==> src/rtl/aclk_pkg.sv <==
package aclk_pkg;
  localparam int MAX_LOG2 = 9;
  localparam int LOG_W    = 4;

  localparam logic [2:0] FMT_LJ  = 3'd2;
  localparam logic [2:0] FMT_I2S = 3'd3;

  typedef struct packed {
    logic [LOG_W-1:0] frame_log2;
    logic [LOG_W-1:0] div_log2;
    logic             i2s;
    logic             err;
  } aclk_cfg_t;

  // master clocks per frame, as log2; 0 marks an illegal code
  function automatic logic [LOG_W-1:0] frame_log2_of(input logic [2:0] code);
    case (code)
      3'd0:    return LOG_W'(9);
      3'd1:    return LOG_W'(8);
      3'd2:    return LOG_W'(7);
      3'd3:    return LOG_W'(6);
      3'd4:    return LOG_W'(5);
      default: return '0;
    endcase
  endfunction

  // bit clocks per frame, as log2; 0 marks an illegal code
  function automatic logic [LOG_W-1:0] bits_log2_of(input logic [2:0] code);
    case (code)
      3'd7:    return LOG_W'(4);
      3'd0:    return LOG_W'(5);
      3'd1:    return LOG_W'(6);
      3'd2:    return LOG_W'(7);
      3'd3:    return LOG_W'(8);
      3'd4:    return LOG_W'(9);
      default: return '0;
    endcase
  endfunction
endpackage

==> src/rtl/aclk_cfg_shadow.sv <==
module aclk_cfg_shadow
  import aclk_pkg::*;
(
  input  logic      clk,
  input  logic      rst_n,
  input  logic      port_en,
  input  logic [2:0] mpf_code,
  input  logic [2:0] bpf_code,
  input  logic [2:0] fmt_code,
  output aclk_cfg_t cfg
);
  logic [2:0] mpf_q, bpf_q, fmt_q;
  logic [LOG_W-1:0] fl, bl;
  logic fmt_ok;

  // codes are only taken while the port is idle
  always_ff @(posedge clk or negedge rst_n) begin
    if (!rst_n) begin
      mpf_q <= '0;
      bpf_q <= '0;
      fmt_q <= '0;
    end else if (!port_en) begin
      mpf_q <= mpf_code;
      bpf_q <= bpf_code;
      fmt_q <= fmt_code;
    end
  end

  always_comb begin
    fl             = frame_log2_of(mpf_q);
    bl             = bits_log2_of(bpf_q);
    fmt_ok         = (fmt_q == FMT_LJ) || (fmt_q == FMT_I2S);
    cfg.frame_log2 = fl;
    cfg.div_log2   = fl - bl;
    cfg.i2s        = (fmt_q == FMT_I2S);
    cfg.err        = (fl == '0) || (bl == '0) || (fl <= bl) || !fmt_ok;
  end
endmodule

==> src/rtl/aclk_master_gen.sv <==
module aclk_master_gen #(
  parameter int CNT_W = aclk_pkg::MAX_LOG2,
  parameter int LOG_W = aclk_pkg::LOG_W
) (
  input  logic             clk,
  input  logic             rst_n,
  input  logic             run,
  input  logic [LOG_W-1:0] frame_log2,
  input  logic [LOG_W-1:0] div_log2,
  input  logic             i2s,
  output logic             bclk_g,
  output logic             lrck_g
);
  logic [CNT_W-1:0] cnt, mask, step, ahead, cnt_nxt, bsh, lsh;
  logic [LOG_W-1:0] bidx, fidx;

  always_comb begin
    mask    = (CNT_W'(1) << frame_log2) - CNT_W'(1);
    step    = CNT_W'(1) << div_log2;
    ahead   = (cnt + step) & mask;
    cnt_nxt = (cnt + CNT_W'(1)) & mask;
    bidx    = div_log2 - LOG_W'(1);
    fidx    = frame_log2 - LOG_W'(1);
    bsh     = cnt >> bidx;
    // I2S looks one bit period ahead so the frame edge leads the data
    lsh     = (i2s ? ahead : cnt) >> fidx;
  end

  always_ff @(posedge clk or negedge rst_n) begin
    if (!rst_n) begin
      cnt    <= '0;
      bclk_g <= 1'b0;
      lrck_g <= 1'b0;
    end else if (!run) begin
      cnt    <= '0;
      bclk_g <= 1'b0;
      lrck_g <= 1'b0;
    end else begin
      cnt    <= cnt_nxt;
      bclk_g <= bsh[0];
      lrck_g <= lsh[0];
    end
  end
endmodule

==> src/rtl/aclk_frame_align.sv <==
module aclk_frame_align (
  input  logic clk,
  input  logic rst_n,
  input  logic run,
  input  logic i2s,
  input  logic bclk_i,
  input  logic lrck_i,
  output logic chan_start,
  output logic chan_right
);
  logic bclk_q, lr_prev, pend;
  logic fall, changed;

  assign fall    = bclk_q & ~bclk_i;
  assign changed = lrck_i ^ lr_prev;

  always_ff @(posedge clk or negedge rst_n) begin
    if (!rst_n) begin
      bclk_q     <= 1'b0;
      lr_prev    <= 1'b0;
      pend       <= 1'b0;
      chan_start <= 1'b0;
      chan_right <= 1'b0;
    end else if (!run) begin
      bclk_q     <= 1'b0;
      lr_prev    <= 1'b0;
      pend       <= 1'b0;
      chan_start <= 1'b0;
      chan_right <= 1'b0;
    end else begin
      bclk_q     <= bclk_i;
      chan_start <= fall & (i2s ? pend : changed);
      if (fall) begin
        lr_prev    <= lrck_i;
        pend       <= changed;
        chan_right <= lrck_i;
      end
    end
  end
endmodule

==> src/rtl/audio_clkgen.sv <==
module audio_clkgen
  import aclk_pkg::*;
#(
  parameter int CNT_W = MAX_LOG2
) (
  input  logic       clk_m,
  input  logic       rst_n,
  input  logic       port_en,
  input  logic [2:0] mpf_code,
  input  logic [2:0] bpf_code,
  input  logic [2:0] fmt_code,
  input  logic       out_master,
  input  logic       in_master,
  input  logic       inv_m_lr,
  input  logic       inv_m_bit,
  input  logic       inv_s_lr,
  input  logic       inv_s_bit,
  input  logic       bclk_pin_i,
  input  logic       lrck_pin_i,
  output logic       bclk_pin_o,
  output logic       lrck_pin_o,
  output logic       pin_drive_o,
  output logic       cfg_err,
  output logic       tx_bclk,
  output logic       tx_lrck,
  output logic       tx_chan_start,
  output logic       tx_chan_right,
  output logic       rx_bclk,
  output logic       rx_lrck,
  output logic       rx_chan_start,
  output logic       rx_chan_right
);
  localparam int NDIR = 2;

  aclk_cfg_t cfg;
  logic run, gen_bclk, gen_lrck, slv_bclk, slv_lrck;
  logic [NDIR-1:0] dir_master, dir_bclk, dir_lrck, dir_start, dir_right;

  aclk_cfg_shadow u_cfg (
    .clk      (clk_m),
    .rst_n    (rst_n),
    .port_en  (port_en),
    .mpf_code (mpf_code),
    .bpf_code (bpf_code),
    .fmt_code (fmt_code),
    .cfg      (cfg)
  );

  assign run     = port_en & ~cfg.err;
  assign cfg_err = cfg.err;

  aclk_master_gen #(.CNT_W(CNT_W), .LOG_W(LOG_W)) u_gen (
    .clk        (clk_m),
    .rst_n      (rst_n),
    .run        (run),
    .frame_log2 (cfg.frame_log2),
    .div_log2   (cfg.div_log2),
    .i2s        (cfg.i2s),
    .bclk_g     (gen_bclk),
    .lrck_g     (gen_lrck)
  );

  // pins in slave mode, restored to true polarity
  assign slv_bclk = run & (bclk_pin_i ^ inv_s_bit);
  assign slv_lrck = run & (lrck_pin_i ^ inv_s_lr);

  // pin side: driven when any direction is master
  assign pin_drive_o = run & (out_master | in_master);
  assign bclk_pin_o  = pin_drive_o & (gen_bclk ^ inv_m_bit);
  assign lrck_pin_o  = pin_drive_o & (gen_lrck ^ inv_m_lr);

  assign dir_master = {in_master, out_master};

  for (genvar g = 0; g < NDIR; g++) begin : g_dir
    assign dir_bclk[g] = dir_master[g] ? gen_bclk : slv_bclk;
    assign dir_lrck[g] = dir_master[g] ? gen_lrck : slv_lrck;

    aclk_frame_align u_align (
      .clk        (clk_m),
      .rst_n      (rst_n),
      .run        (run),
      .i2s        (cfg.i2s),
      .bclk_i     (dir_bclk[g]),
      .lrck_i     (dir_lrck[g]),
      .chan_start (dir_start[g]),
      .chan_right (dir_right[g])
    );
  end

  assign tx_bclk       = dir_bclk[0];
  assign tx_lrck       = dir_lrck[0];
  assign tx_chan_start = dir_start[0];
  assign tx_chan_right = dir_right[0];
  assign rx_bclk       = dir_bclk[1];
  assign rx_lrck       = dir_lrck[1];
  assign rx_chan_start = dir_start[1];
  assign rx_chan_right = dir_right[1];
endmodule

==> config.mk <==
export PLATFORM = sky130hd
export DESIGN_NAME = audio_clkgen
export DESIGN_NICKNAME = d
export VERILOG_FILES = /design/src/rtl/aclk_pkg.sv /design/src/rtl/aclk_cfg_shadow.sv /design/src/rtl/aclk_master_gen.sv /design/src/rtl/aclk_frame_align.sv /design/src/rtl/audio_clkgen.sv
export SDC_FILE = /design/constraint.sdc
export NUM_CORES = 1
export LEC_CHECK = 0
export ABC_AREA = 1
export BUFFER_PORTS_ARGS = -buffer_cell sky130_fd_sc_hd__buf_2
export CORE_MARGIN = 5
export CORE_UTILIZATION = 64
export CTS_CLUSTER_DIAMETER = 40
export DETAILED_ROUTE_END_ITERATION = 8
export GPL_ROUTABILITY_DRIVEN = 0
export PLACE_DENSITY = 0.95
export SYNTH_ARGS = -nofsm -noshare
export SYNTH_HDL_FRONTEND = slang
export SYNTH_SLANG_ARGS = --single-unit
==> constraint.sdc <==
create_clock -name clk_m -period 5.12 [get_ports clk_m]
set_clock_uncertainty 0.05 [all_clocks]
set_input_delay 0.512 -clock clk_m [delete_from_list [all_inputs] [get_ports clk_m]]
set_output_delay 0.512 -clock clk_m [all_outputs]
set_load 0.01 [all_outputs]
; ---- Yosys cells after proc, flatten, opt, wreduce, memory -nomap -nowiden
; Index checks and enable logic that the tools add are counted.
[word_totals]
reg_bits = 28
latch_bits = 0
ram_bits = 0
mem_bits_ro = 0
in_bits = 20
out_inout_bits = 12
wordCells = 93
memories = 0
[op_classes]
n_addsub = 6
multipliers = 0
div = 0
n_lt_le_gt_ge = 1
n_eq_ne = 13
shift = 4
n_mux = 24
bitwise = 22
reduce_logical = 9
[ops]
columns = cell, n
row1 = one-hot mux 4 bit (6 select lines), 1
row2 = 2-to-1 mux 1 bit, 20
row3 = one-hot mux 4 bit (5 select lines), 1
row4 = AND 9 bit, 2
row5 = "== test 3 x 2 -> 1 bit, second input constant", 6
row6 = 2-to-1 mux 9 bit, 2
row7 = "left shift 1 x 4 -> 9 bit, first input constant", 2
row8 = >> shifter 9 x 4 -> 1 bit, 2
row9 = AND 1 bit, 10
row10 = "adder 9 x 1 -> 9 bit, second input constant", 1
row11 = adder 9 bit, 1
row12 = "== test 3 bit, second input constant", 3
row13 = "subtractor 9 x 2 -> 9 bit, second input constant", 1
row14 = logical NOT 4 bit, 2
row15 = "subtractor 4 x 1 -> 4 bit, second input constant", 2
row16 = "== test 3 x 1 -> 1 bit, second input constant", 2
row17 = logical NOT 3 bit, 2
row18 = bitwise XOR 1 bit, 6
row19 = less-or-equal comparator 4 bit, 1
row20 = logical OR 1 bit, 4
row21 = subtractor 4 bit, 1
row22 = NOT 1 bit, 3
row23 = "inequality test 2 x 1 -> 1 bit, second input constant", 1
row24 = "inequality test 2 bit, second input constant", 1
row25 = 2 further kinds, 2

; ---- Logic depth before layout (Yosys ltp)
; Gate-level depths: netlist (run 1).
[depth]
word_depth = 14
ltp_mapped = 26
ltp_nobuf = 26

; ---- Cells and area by module
; A second synthesis (run 1) with hierarchy kept.
[unflattened]
hier_cells = 424
area_unflattened_um2 = 2752.6
[modules_own_cells]
columns = mod, n_inst, cells_per_inst, area_per_inst_um2, seq_area_each_um2
row1 = aclk_master_gen, 1, 268, 1642.8, 275.3
row2 = aclk_cfg_shadow, 1, 72, 579.3, 225.2
row3 = aclk_frame_align, 2, 27, 192.7, 100.1
row4 = audio_clkgen, 1, 30, 145.1, 0.0

; ---- Worst setup path after synthesis (run 1)
; OpenSTA, ideal clock, no wires.
[synth_timing]
path_kind = register to register
from = reg u_cfg.mpf_q[1]
to = reg u_gen.lrck_g
setup_ps = 71
t_arrival_ps = 3137
required_ps = 4999
setup_slack_ps = 1861
path_stages_with_launch = 22
path_buffers = 0
period_less_slack_ps = 3259
cell_sequence = dfrtp_1 -> inv_2 -> o21ai_2 -> ha_1 -> inv_1 -> fa_1 -> inv_1 -> ha_1 -> inv_1 -> nor2_1 -> ha_1 -> inv_1 -> fa_1 -> inv_1 -> nor2_1 -> o21ai_0 -> o21ai_0 -> a21oi_1 -> a21oi_1 -> nor2_1 -> nand2_1 -> nor2_1
[synth_via]
elab_chain_len = 9
word_cells_on_any_way = 23
classes_between = 4 x add/sub / 1 x order compare / 4 x eq/ne / 3 x shift / 3 x mux / 3 x bitwise / 5 x reduce/logical
[synth_lines]
columns = item, line
row1 = from (decl), aclk_cfg_shadow.sv:12  ; logic [2:0] mpf_q, bpf_q, fmt_q;
row2 = from (signal assigned), aclk_cfg_shadow.sv:23  ; mpf_q <= mpf_code;
row3 = == test 3 bit (tied with other cells), aclk_pkg.sv:17  ; case (code)
row4 = one-hot mux 4 bit (5 select lines) (*), aclk_pkg.sv:17
row5 = subtractor 4 bit / logical NOT 4 bit (equally long branches), "aclk_cfg_shadow.sv:34, aclk_cfg_shadow.sv:36"
row6 = left shift 1 x 4 -> 9 bit / logical OR 1 bit (equally long branches), "aclk_master_gen.sv:19, aclk_cfg_shadow.sv:36"
row7 = adder 9 bit / logical OR 1 bit (equally long branches), "aclk_master_gen.sv:20, aclk_cfg_shadow.sv:36"
row8 = AND 9 bit / logical OR 1 bit (equally long branches), "aclk_master_gen.sv:20, aclk_cfg_shadow.sv:36"
row9 = 2-to-1 mux 9 bit / NOT 1 bit (equally long branches), "aclk_master_gen.sv:26, audio_clkgen.sv:49"
row10 = >> shifter 9 x 4 -> 1 bit / AND 1 bit (equally long branches), "aclk_master_gen.sv:26, audio_clkgen.sv:49"
row11 = 2-to-1 mux 1 bit (*), aclk_master_gen.sv:34  ; end else if (!run) begin
row12 = to (signal assigned), aclk_master_gen.sv:41  ; lrck_g <= lsh[0];
row13 = to (decl), aclk_master_gen.sv:12  ; output logic lrck_g
; Mark *: on every way between the ends. The rest lies on a longest branch, timed or not.
; A chain may end at the register's enable or synchronous reset.

; ---- Worst setup path in the final report (run 1)
[layout_timing]
from = reg u_cfg.mpf_q[0]
to = reg u_gen.lrck_g
; Same word-level chain as after synthesis.

==> results of run 1 <==
placed cells by master, fill, tap and decap left out:
master,synthesis,final
sky130_fd_sc_hd__nand2_1,108,108
sky130_fd_sc_hd__inv_1,63,63
sky130_fd_sc_hd__nand3_1,42,42
sky130_fd_sc_hd__nor2_1,37,37
sky130_fd_sc_hd__buf_2,0,31
sky130_fd_sc_hd__dfrtp_1,28,28
sky130_fd_sc_hd__a21oi_1,23,23
sky130_fd_sc_hd__ha_1,21,21
sky130_fd_sc_hd__o21ai_0,19,19
sky130_fd_sc_hd__nor3_1,9,9
sky130_fd_sc_hd__xor2_1,7,7
sky130_fd_sc_hd__nand4_1,6,6
sky130_fd_sc_hd__nand3_2,6,6
sky130_fd_sc_hd__inv_2,4,4
sky130_fd_sc_hd__clkbuf_8,0,4
sky130_fd_sc_hd__nor2_2,3,3
sky130_fd_sc_hd__o21ai_1,3,3
sky130_fd_sc_hd__nand2_2,3,3
sky130_fd_sc_hd__xnor2_1,3,3
sky130_fd_sc_hd__o211ai_1,2,2
sky130_fd_sc_hd__a211oi_1,2,2
sky130_fd_sc_hd__nand3b_1,2,2
sky130_fd_sc_hd__fa_1,2,2
sky130_fd_sc_hd__o21ai_2,1,1
sky130_fd_sc_hd__clkinv_1,1,1
sky130_fd_sc_hd__nor2_8,1,1
sky130_fd_sc_hd__inv_4,1,1
sky130_fd_sc_hd__nor3b_1,1,1
sky130_fd_sc_hd__nor4_1,1,1
sky130_fd_sc_hd__nor4b_2,1,1
sky130_fd_sc_hd__a21oi_4,1,1
sky130_fd_sc_hd__nand2b_1,1,1
sky130_fd_sc_hd__a41oi_1,1,1
sky130_fd_sc_hd__mux2_2,1,1
sky130_fd_sc_hd__conb_1,1,1
cell families after synthesis:
family / count (synthesis) / share of synthesized area [%]
buffers and inverters: 72 / 10.3
and+or+nand+nor: 221 / 37.5
DFF: 28 / 26.2
other: 1 / 0.140
adders and majority gates: 23 / 11.3
muxes: 1 / 0.421
xor gates and xnor gates: 10 / 3.27
AOI/OAI and AO/OA: 52 / 10.8
path summary, 6_finish.rpt:
path | start | end | slack, ns | cells past startpoint
worst max-delay path | u_cfg.mpf_q[0] | u_gen.lrck_g | 1.37 | 23
worst min-delay path | rst_n | u_cfg.bpf_q[0] | 0.18 | 1
worst max register to register | u_cfg.mpf_q[0] | u_gen.lrck_g | 1.37 | 23
worst min register to register | u_cfg.fmt_q[0] | u_cfg.fmt_q[0] | 0.45 | 2
max in group asynchronous | rst_n | g_dir[0].u_align.chan_start | 4.43 | 1
min in group clk_m | fmt_code[0] | u_cfg.fmt_q[0] | 0.37 | 3
final cells by class:
cell class                      instances  area [um^2]  share of cell area [%]
Clock buffer                            4         55.1                    1.88
Inverter                               69          262                    8.91
Timing Repair Buffer                   31          155                    5.29
Tap cell                               50         62.6                    2.13
Sequential cell                        28          701                    23.9
Multi-Input combinational cell        308         1700                    57.9
routing by layer:
metal | global-route usage, % | routed length, um
met1 | 30.3 | 2540
met2 | 44.7 | 3150
met3 | 5.47 | 479
met4 | 7.91 | 189
met5 | 0 | 0
power by group through the flow:
stage	clock, uW	combinational (uW)	sequential [uW]
floorplan	0	228	239
global placement	0	286	240
detailed placement	0	297	240
CTS	140	299	236
global route	150	343	237
finish	136	303	236
through the flow:
step	instances	power, uW	hold slack (ns)	setup WS [ns]
after global placement	486	526	0.426	1.63
after detailed placement	486	538	0.417	1.45
after CTS	490	676	0.204	1.41
after global routing	490	731	0.227	0.940
after floorplan	408	467	0.166	1.86
final	490	676	0.183	1.37
flip-flops by register name, summed over array words and instances (netlist names):
signal                    flops
g_dir.u_align.chan_start      2
g_dir.u_align.lr_prev         1
u_gen.lrck_g                  1
g_dir.u_align.pend            2
u_cfg.bpf_q                   3
u_cfg.fmt_q                   3
g_dir.u_align.bclk_q          2
u_gen.cnt                     9
u_cfg.mpf_q                   3
u_gen.bclk_g                  1
g_dir.u_align.chan_right      1
worst reg2reg max path, cell delays in order, from the launching register on:
cell and delay, ns:
sky130_fd_sc_hd__dfrtp_1 0.45, sky130_fd_sc_hd__nor2_2 0.21, sky130_fd_sc_hd__nand2_1 0.13, sky130_fd_sc_hd__nand2_1 0.18
sky130_fd_sc_hd__ha_1 0.32, sky130_fd_sc_hd__a21oi_1 0.21, sky130_fd_sc_hd__nand3_1 0.14, sky130_fd_sc_hd__nand2_1 0.13
sky130_fd_sc_hd__inv_1 0.10, sky130_fd_sc_hd__nor2_1 0.09, sky130_fd_sc_hd__inv_1 0.08, sky130_fd_sc_hd__nor2_1 0.11
sky130_fd_sc_hd__ha_1 0.20, sky130_fd_sc_hd__inv_1 0.06, sky130_fd_sc_hd__fa_1 0.35, sky130_fd_sc_hd__inv_1 0.11
sky130_fd_sc_hd__nor2_1 0.05, sky130_fd_sc_hd__o21ai_0 0.16, sky130_fd_sc_hd__o21ai_0 0.10, sky130_fd_sc_hd__a21oi_1 0.15
sky130_fd_sc_hd__a21oi_1 0.08, sky130_fd_sc_hd__nor2_1 0.09, sky130_fd_sc_hd__nand2_1 0.06, sky130_fd_sc_hd__nor2_1 0.09
==> impl_metrics.xml, run 1 <==
<?xml version="1.0" encoding="UTF-8"?>
<metrics>
  <group name="global_routing">
    <metric name="grt_max_degree" unit="">29</metric>
    <metric name="global_route_wire_length_before_repair" unit="mm">11.0</metric>
    <metric name="globalRouteTotalUtil" unit="%">25.1</metric>
    <metric name="antenna_found_initial" unit="">0</metric>
    <metric name="grt_overflow_total" unit="">0</metric>
    <metric name="first_global_vias" unit="">2637</metric>
  </group>
  <group name="pwr">
    <metric name="p_comb_share" unit="%">44.9</metric>
    <metric name="power_leakage" unit="uW">0.00162</metric>
    <metric name="vdd.ir_drop.worst" unit="V">0.000247</metric>
    <metric name="swShare" unit="%">40.3</metric>
    <metric name="switchingPower" unit="uW">272</metric>
    <metric name="sequentialPowerShare" unit="%">35.0</metric>
    <metric name="power.density" unit="nW/um^2">230</metric>
    <metric name="clockPowerShare" unit="%">20.1</metric>
    <metric name="cell_internal_pwr" unit="uW">404</metric>
  </group>
  <group name="timing">
    <metric name="min_period_over_period" unit="%">73.2</metric>
    <metric name="post_route_setup_tns" unit="ns">0</metric>
    <metric name="timing_worst_slew_pin_value" unit="ns">0.627</metric>
    <metric name="timing_max_transition_violations_final" unit="">0</metric>
    <metric name="hold_violations" unit="">0</metric>
    <metric name="timing.fmax" unit="MHz">267</metric>
    <metric name="unrepaired_setup_endpoints_after_global_routing" unit="">no</metric>
    <metric name="finalCriticalPeriod" unit="ns">3.75</metric>
    <metric name="max-slew-margin-rel" unit="%">58.1</metric>
    <metric name="setup_viol" unit="">0</metric>
  </group>
  <group name="clock_tree">
    <metric name="clock_tree_from_tritoncts" unit="">yes</metric>
    <metric name="cts.htree.levels" unit="">1</metric>
    <metric name="clkSinkCount" unit="">28</metric>
    <metric name="ctsLongestPathBuffers" unit="">2</metric>
    <metric name="tritoncts_buffer_count" unit="">3</metric>
    <metric name="post_cts.resized_instances" unit="">0</metric>
    <metric name="cts_clock_pin_slew_for_the_worst_setup_and_hold_paths" unit="ns">0.09</metric>
    <metric name="clk_latency" unit="ns">0.28</metric>
    <metric name="root_buffer" unit="">sky130_fd_sc_hd__clkbuf_8</metric>
    <metric name="hold_buffers" unit="">0</metric>
    <metric name="cts_setup_buffers" unit="">0</metric>
  </group>
  <group name="worst_setup_path">
    <metric name="worstPathArrival" unit="ns">3.92</metric>
    <metric name="timing.critical_path.to_type" unit="">flop</metric>
    <metric name="crit_required" unit="ns">5.29</metric>
    <metric name="critical_path.cell_chain" unit="">nor2_2 -&gt; nand2_1 -&gt; nand2_1 -&gt; ha_1 -&gt; a21oi_1 -&gt; nand3_1 -&gt; nand2_1 -&gt; inv_1 -&gt; nor2_1 -&gt; inv_1 -&gt; nor2_1 -&gt; ha_1 -&gt; inv_1 -&gt; fa_1 -&gt; inv_1 -&gt; nor2_1 -&gt; o21ai_0 -&gt; o21ai_0 -&gt; a21oi_1 -&gt; a21oi_1 -&gt; nor2_1 -&gt; nand2_1 -&gt; nor2_1</metric>
    <metric name="setup.worst_path.class" unit="">flop to flop</metric>
    <metric name="start_kind" unit="">flop</metric>
    <metric name="crit_fanout" unit="">6</metric>
    <metric name="crit_path_max_incr_delay" unit="ns">0.45</metric>
    <metric name="critPathTopFamily" unit="">simple AND/OR/NAND/NOR gates</metric>
    <metric name="critPathSlowestCell" unit="">sky130_fd_sc_hd__dfrtp_1</metric>
    <metric name="critical_path.most_common_cell" unit="">sky130_fd_sc_hd__nor2_1</metric>
    <metric name="timing.critical_path.buf_inv" unit="">4</metric>
  </group>
  <group name="placement">
    <metric name="detailedPlacementHpwl" unit="mm">5.25</metric>
    <metric name="io_buffers" unit="">31</metric>
    <metric name="postPlaceCellArea" unit="um^2">2880</metric>
  </group>
  <group name="logic_synthesis">
    <metric name="yosys_register_bits" unit="">28</metric>
    <metric name="post_synth_num_cell_types" unit="">35</metric>
    <metric name="syn-cell-area" unit="um^2">2680</metric>
    <metric name="mean_cell_area_of_the_mapped_netlist" unit="um^2">6.56</metric>
    <metric name="post_synth_inst_count" unit="">408</metric>
    <metric name="top_post_synthesis_cells_by_count" unit="">sky130_fd_sc_hd__nand2_1 (108), sky130_fd_sc_hd__inv_1 (63), sky130_fd_sc_hd__nand3_1 (42)</metric>
    <metric name="async_s_r_ff_share_synth" unit="%">100</metric>
    <metric name="synth.yosys.seq_area_share" unit="%">26.2</metric>
    <metric name="synth.yosys.warnings" unit="">0</metric>
    <metric name="synth_largest_type_area_fraction" unit="%">26.2</metric>
    <metric name="synthesis.nets" unit="">451</metric>
    <metric name="synth.largest_area_cell" unit="">sky130_fd_sc_hd__dfrtp_1</metric>
    <metric name="edff_count_synth" unit="">0</metric>
    <metric name="post-synth-top-count-cell" unit="">sky130_fd_sc_hd__nand2_1</metric>
    <metric name="ys_top_cells_by_area" unit="">sky130_fd_sc_hd__dfrtp_1 (26%), sky130_fd_sc_hd__nand2_1 (15%), sky130_fd_sc_hd__ha_1 (9.8%)</metric>
    <metric name="synth_top_flop_cell" unit="">sky130_fd_sc_hd__dfrtp_1</metric>
  </group>
  <group name="die">
    <metric name="initial_core_util" unit="%">66.4</metric>
    <metric name="io_pins" unit="">32</metric>
    <metric name="die_area" unit="um^2">5570</metric>
    <metric name="floorplan.die.width" unit="um">74.7</metric>
    <metric name="die_height" unit="um">74.7</metric>
    <metric name="core-area" unit="um^2">4030</metric>
    <metric name="core.rowCount" unit="">23</metric>
  </group>
  <group name="layout">
    <metric name="n_fill_cell" unit="">334</metric>
    <metric name="finalInstanceArea" unit="um^2">2930</metric>
    <metric name="area.growth.synth_to_final" unit="%">9.63</metric>
    <metric name="insertedDiodeCount" unit="">0</metric>
    <metric name="drive_gt1_share" unit="%">13.0</metric>
    <metric name="finish.net_count" unit="">484</metric>
    <metric name="utilization" unit="%">72.8</metric>
  </group>
  <group name="route">
    <metric name="drc" unit="">0</metric>
    <metric name="wire_per_inst" unit="um">13.0</metric>
    <metric name="drt_first_iter_violations" unit="">335</metric>
    <metric name="num_vias" unit="">2719</metric>
    <metric name="routed_wl" unit="mm">6.36</metric>
    <metric name="antenna_left" unit="">0</metric>
    <metric name="route.detailed.vias_per_inst" unit="">5.55</metric>
    <metric name="detailedRoute.firstPassIterationCount" unit="">7</metric>
  </group>
  <group name="flow_run">
    <metric name="cap_viol_max_count" unit="">0</metric>
  </group>
  <group name="worst_hold_path">
    <metric name="worstHoldPathType" unit="">input port to async pin</metric>
  </group>
  <group name="run_status">
    <metric name="status" unit="">completed</metric>
  </group>
</metrics>
(Power assumes the default switching activity.)
==> inputs of run 2 (changes only) <==
--- a/config.mk
+++ b/config.mk
@@ -8,11 +8,11 @@
 export ABC_AREA = 1
 export BUFFER_PORTS_ARGS = -buffer_cell sky130_fd_sc_hd__buf_2
 export CORE_MARGIN = 5
-export CORE_UTILIZATION = 64
+export CORE_UTILIZATION = 59
 export CTS_CLUSTER_DIAMETER = 40
 export DETAILED_ROUTE_END_ITERATION = 8
 export GPL_ROUTABILITY_DRIVEN = 0
-export PLACE_DENSITY = 0.95
+export PLACE_DENSITY = 0.92
 export SYNTH_ARGS = -nofsm -noshare
 export SYNTH_HDL_FRONTEND = slang
 export SYNTH_SLANG_ARGS = --single-unit
==> constraint.sdc (replaced) <==
create_clock -name clk_m -period 3.92 [get_ports clk_m]
set_clock_uncertainty 0.05 [all_clocks]
set_input_delay 0.392 -clock clk_m [delete_from_list [all_inputs] [get_ports clk_m]]
set_output_delay 0.392 -clock clk_m [all_outputs]
set_load 0.01 [all_outputs]
==> run 2 against run 1 <==
Against the previous run: critical path depth stayed put; global-route usage is 3.5 points lower; routed wire length is 1.1% higher; sequential share of layout area is 0.43 points lower; worst setup slack worse by 0.96 ns.
==> impl_metrics.xml, run 2 (synthesized netlist as in run 1, its figures left out) <==
<?xml version="1.0" encoding="UTF-8"?>
<metrics>
  <group name="timing">
    <metric name="timing.fmax" unit="MHz">285</metric>
    <metric name="fin_worst_hold_slack" unit="ns">0.0601</metric>
    <metric name="max-slew-margin-rel" unit="%">57.3</metric>
    <metric name="setup_viol" unit="">0</metric>
    <metric name="finalCriticalPeriod" unit="ns">3.51</metric>
    <metric name="hold_violations" unit="">0</metric>
    <metric name="min_period_over_period" unit="%">89.6</metric>
    <metric name="timing_max_transition_violations_final" unit="">0</metric>
    <metric name="timing_worst_slew_pin_value" unit="ns">0.638</metric>
  </group>
  <group name="die">
    <metric name="die_area" unit="um^2">5980</metric>
    <metric name="io_pins" unit="">32</metric>
    <metric name="core.rowCount" unit="">24</metric>
    <metric name="die_height" unit="um">77.4</metric>
    <metric name="initial_core_util" unit="%">61.0</metric>
    <metric name="floorplan.die.width" unit="um">77.4</metric>
    <metric name="core-area" unit="um^2">4380</metric>
  </group>
  <group name="layout">
    <metric name="layout.cells.most_common" unit="">sky130_fd_sc_hd__nand2_1</metric>
    <metric name="area.growth.synth_to_final" unit="%">12.1</metric>
    <metric name="utilization" unit="%">68.4</metric>
    <metric name="regMostFlops" unit="">u_gen.cnt</metric>
    <metric name="most_frequent_cells_in_the_layout" unit="">sky130_fd_sc_hd__nand2_1 (106), sky130_fd_sc_hd__inv_1 (63), sky130_fd_sc_hd__nand3_1 (41)</metric>
    <metric name="n_fill_cell" unit="">366</metric>
    <metric name="insertedDiodeCount" unit="">0</metric>
    <metric name="largest_register_ff_count" unit="">9</metric>
    <metric name="finalInstanceArea" unit="um^2">3000</metric>
    <metric name="finish.net_count" unit="">486</metric>
    <metric name="drive_gt1_share" unit="%">14.9</metric>
  </group>
  <group name="worst_setup_path">
    <metric name="rr_endpoint" unit="">u_gen.lrck_g</metric>
    <metric name="crit_required" unit="ns">4.08</metric>
    <metric name="worst-r2r-setup-slack" unit="ns">0.41</metric>
    <metric name="timing.critical_path.to_type" unit="">flop</metric>
    <metric name="crit_fanout" unit="">6</metric>
    <metric name="regToRegStartpoint" unit="">u_cfg.mpf_q[0]</metric>
    <metric name="start_kind" unit="">flop</metric>
    <metric name="worstRegToRegCells" unit="">23</metric>
    <metric name="setup.worst_path.class" unit="">flop to flop</metric>
    <metric name="worstPathArrival" unit="ns">3.67</metric>
  </group>
  <group name="pwr">
    <metric name="sequentialPowerShare" unit="%">32.7</metric>
    <metric name="power.density" unit="nW/um^2">315</metric>
    <metric name="switchingPower" unit="uW">364</metric>
    <metric name="final_total_pwr" unit="uW">944</metric>
    <metric name="power_leakage" unit="uW">0.00164</metric>
    <metric name="clockPowerShare" unit="%">24.0</metric>
    <metric name="vdd.ir_drop.worst" unit="V">0.000230</metric>
    <metric name="swShare" unit="%">38.5</metric>
    <metric name="p_comb_share" unit="%">43.3</metric>
    <metric name="cell_internal_pwr" unit="uW">581</metric>
  </group>
  <group name="placement">
    <metric name="detailedPlacementHpwl" unit="mm">5.07</metric>
    <metric name="io_buffers" unit="">31</metric>
    <metric name="postPlaceCellArea" unit="um^2">2880</metric>
  </group>
  <group name="clock_tree">
    <metric name="cts_clock_pin_slew_for_the_worst_setup_and_hold_paths" unit="ns">0.09</metric>
    <metric name="tritoncts_buffer_count" unit="">3</metric>
    <metric name="ctsLongestPathBuffers" unit="">2</metric>
    <metric name="hold_buffers" unit="">0</metric>
    <metric name="cts.htree.levels" unit="">1</metric>
    <metric name="clk_latency" unit="ns">0.27</metric>
    <metric name="clkSinkCount" unit="">28</metric>
    <metric name="clock_tree_from_tritoncts" unit="">yes</metric>
    <metric name="root_buffer" unit="">sky130_fd_sc_hd__clkbuf_8</metric>
  </group>
  <group name="global_routing">
    <metric name="grt_max_degree" unit="">29</metric>
    <metric name="first_global_vias" unit="">2512</metric>
    <metric name="antenna_found_initial" unit="">0</metric>
    <metric name="globalRouteTotalUtil" unit="%">21.6</metric>
    <metric name="grt_overflow_total" unit="">0</metric>
    <metric name="global_route_wire_length_before_repair" unit="mm">11.0</metric>
  </group>
  <group name="run_status">
    <metric name="status" unit="">completed</metric>
  </group>
  <group name="worst_hold_path">
    <metric name="worstHoldPathType" unit="">input port to async pin</metric>
  </group>
  <group name="route">
    <metric name="antenna_left" unit="">0</metric>
    <metric name="drt_first_iter_violations" unit="">212</metric>
    <metric name="detailedRoute.firstPassIterationCount" unit="">5</metric>
    <metric name="num_vias" unit="">2700</metric>
    <metric name="routed_wl" unit="mm">6.43</metric>
    <metric name="wire_per_inst" unit="um">13.0</metric>
    <metric name="route.detailed.vias_per_inst" unit="">5.47</metric>
    <metric name="drc" unit="">0</metric>
  </group>
  <group name="flow_run">
    <metric name="cap_viol_max_count" unit="">0</metric>
  </group>
</metrics>
==> run 2: changes by cell type in the layout (fill, tap and decap cells not counted), moves of 2 or more <==
cell	before	now
sky130_fd_sc_hd__buf_4	0	2
sky130_fd_sc_hd__dfrtp_1	28	26
sky130_fd_sc_hd__dfrtp_2	0	2
sky130_fd_sc_hd__nand2_1	108	106
sky130_fd_sc_hd__nand2_2	3	5
==> run 2: worst max path at each step <==
stage                    from            to  slack [ns]  depth (start not counted)
2_1_floorplan  u_cfg.mpf_q[1]  u_gen.lrck_g        0.66                         21
3_3_place_gp   u_cfg.mpf_q[1]  u_gen.lrck_g        0.45                         20
3_5_place_dp   u_cfg.mpf_q[0]  u_gen.lrck_g        0.28                         23
4_1_cts        u_cfg.mpf_q[0]  u_gen.lrck_g        0.20                         23
5_1_grt        u_cfg.mpf_q[0]  u_gen.lrck_g     -0.0008                         23
6_report       u_cfg.mpf_q[0]  u_gen.lrck_g        0.41                         23
==> run 2: layout make-up <==
class	instances	area, um^2	share of cell area, %
Clock buffer	3	41.3	1.38
Sequential cell	28	703	23.4
Clock inverter	1	30.0	1.00
Timing Repair Buffer	33	170	5.67
Tap cell	52	65.1	2.17
Inverter	69	262	8.72
Multi-Input combinational cell	308	1730	57.6
==> run 2: stage by stage <==
stage | setup WS, ns | TNS (ns) | std cells
finish | 0.409 | 0 | 494
global route | -0.000763 | -0.000763 | 494
CTS | 0.196 | 0 | 492
detailed placement | 0.278 | 0 | 488
global placement | 0.446 | 0 | 488
floorplan | 0.661 | 0 | 408
==> run 2: per-layer routing <==
layer  track usage (%)  wire length (um)  vias to the layer above
met5                 0                 0                        -
met4              5.33               141                        0
met3              4.86               405                       19
met2              37.5              3120                       96
met1              27.3              2760                     1205
li1                  -                 -                     1380
==> run 2: worst max-delay path, cell delays in order (launching register included) <==
cell and delay, ns:
sky130_fd_sc_hd__dfrtp_2 0.45, sky130_fd_sc_hd__nor2_4 0.15, sky130_fd_sc_hd__nand2_2 0.10, sky130_fd_sc_hd__nand2_2 0.12, sky130_fd_sc_hd__ha_2 0.32, sky130_fd_sc_hd__a21oi_2 0.18
sky130_fd_sc_hd__nand3_2 0.10, sky130_fd_sc_hd__nand2_1 0.11, sky130_fd_sc_hd__inv_1 0.09, sky130_fd_sc_hd__nor2_1 0.09, sky130_fd_sc_hd__inv_1 0.07, sky130_fd_sc_hd__nor2_1 0.10
sky130_fd_sc_hd__ha_1 0.19, sky130_fd_sc_hd__inv_1 0.06, sky130_fd_sc_hd__fa_1 0.37, sky130_fd_sc_hd__inv_1 0.12, sky130_fd_sc_hd__nor2_1 0.05, sky130_fd_sc_hd__o21ai_0 0.15
sky130_fd_sc_hd__o21ai_0 0.10, sky130_fd_sc_hd__a21oi_1 0.13, sky130_fd_sc_hd__a21oi_1 0.08, sky130_fd_sc_hd__nor2_1 0.12, sky130_fd_sc_hd__nand2_1 0.07, sky130_fd_sc_hd__nor2_1 0.09
==> run 2: timing repair <==
item	CTS	global route
endpoints found under the setup margin	0	1
resized for setup	0	9
setup buffers	0	2
==> run 2: power by group through the flow <==
stage               registers [uW]  logic [uW]  clock network, uW
floorplan                      312         298                  0
finish                         309         409                227
CTS                            308         390                230
global route                   311         457                244
detailed placement             314         387                  0
global placement               313         374                  0
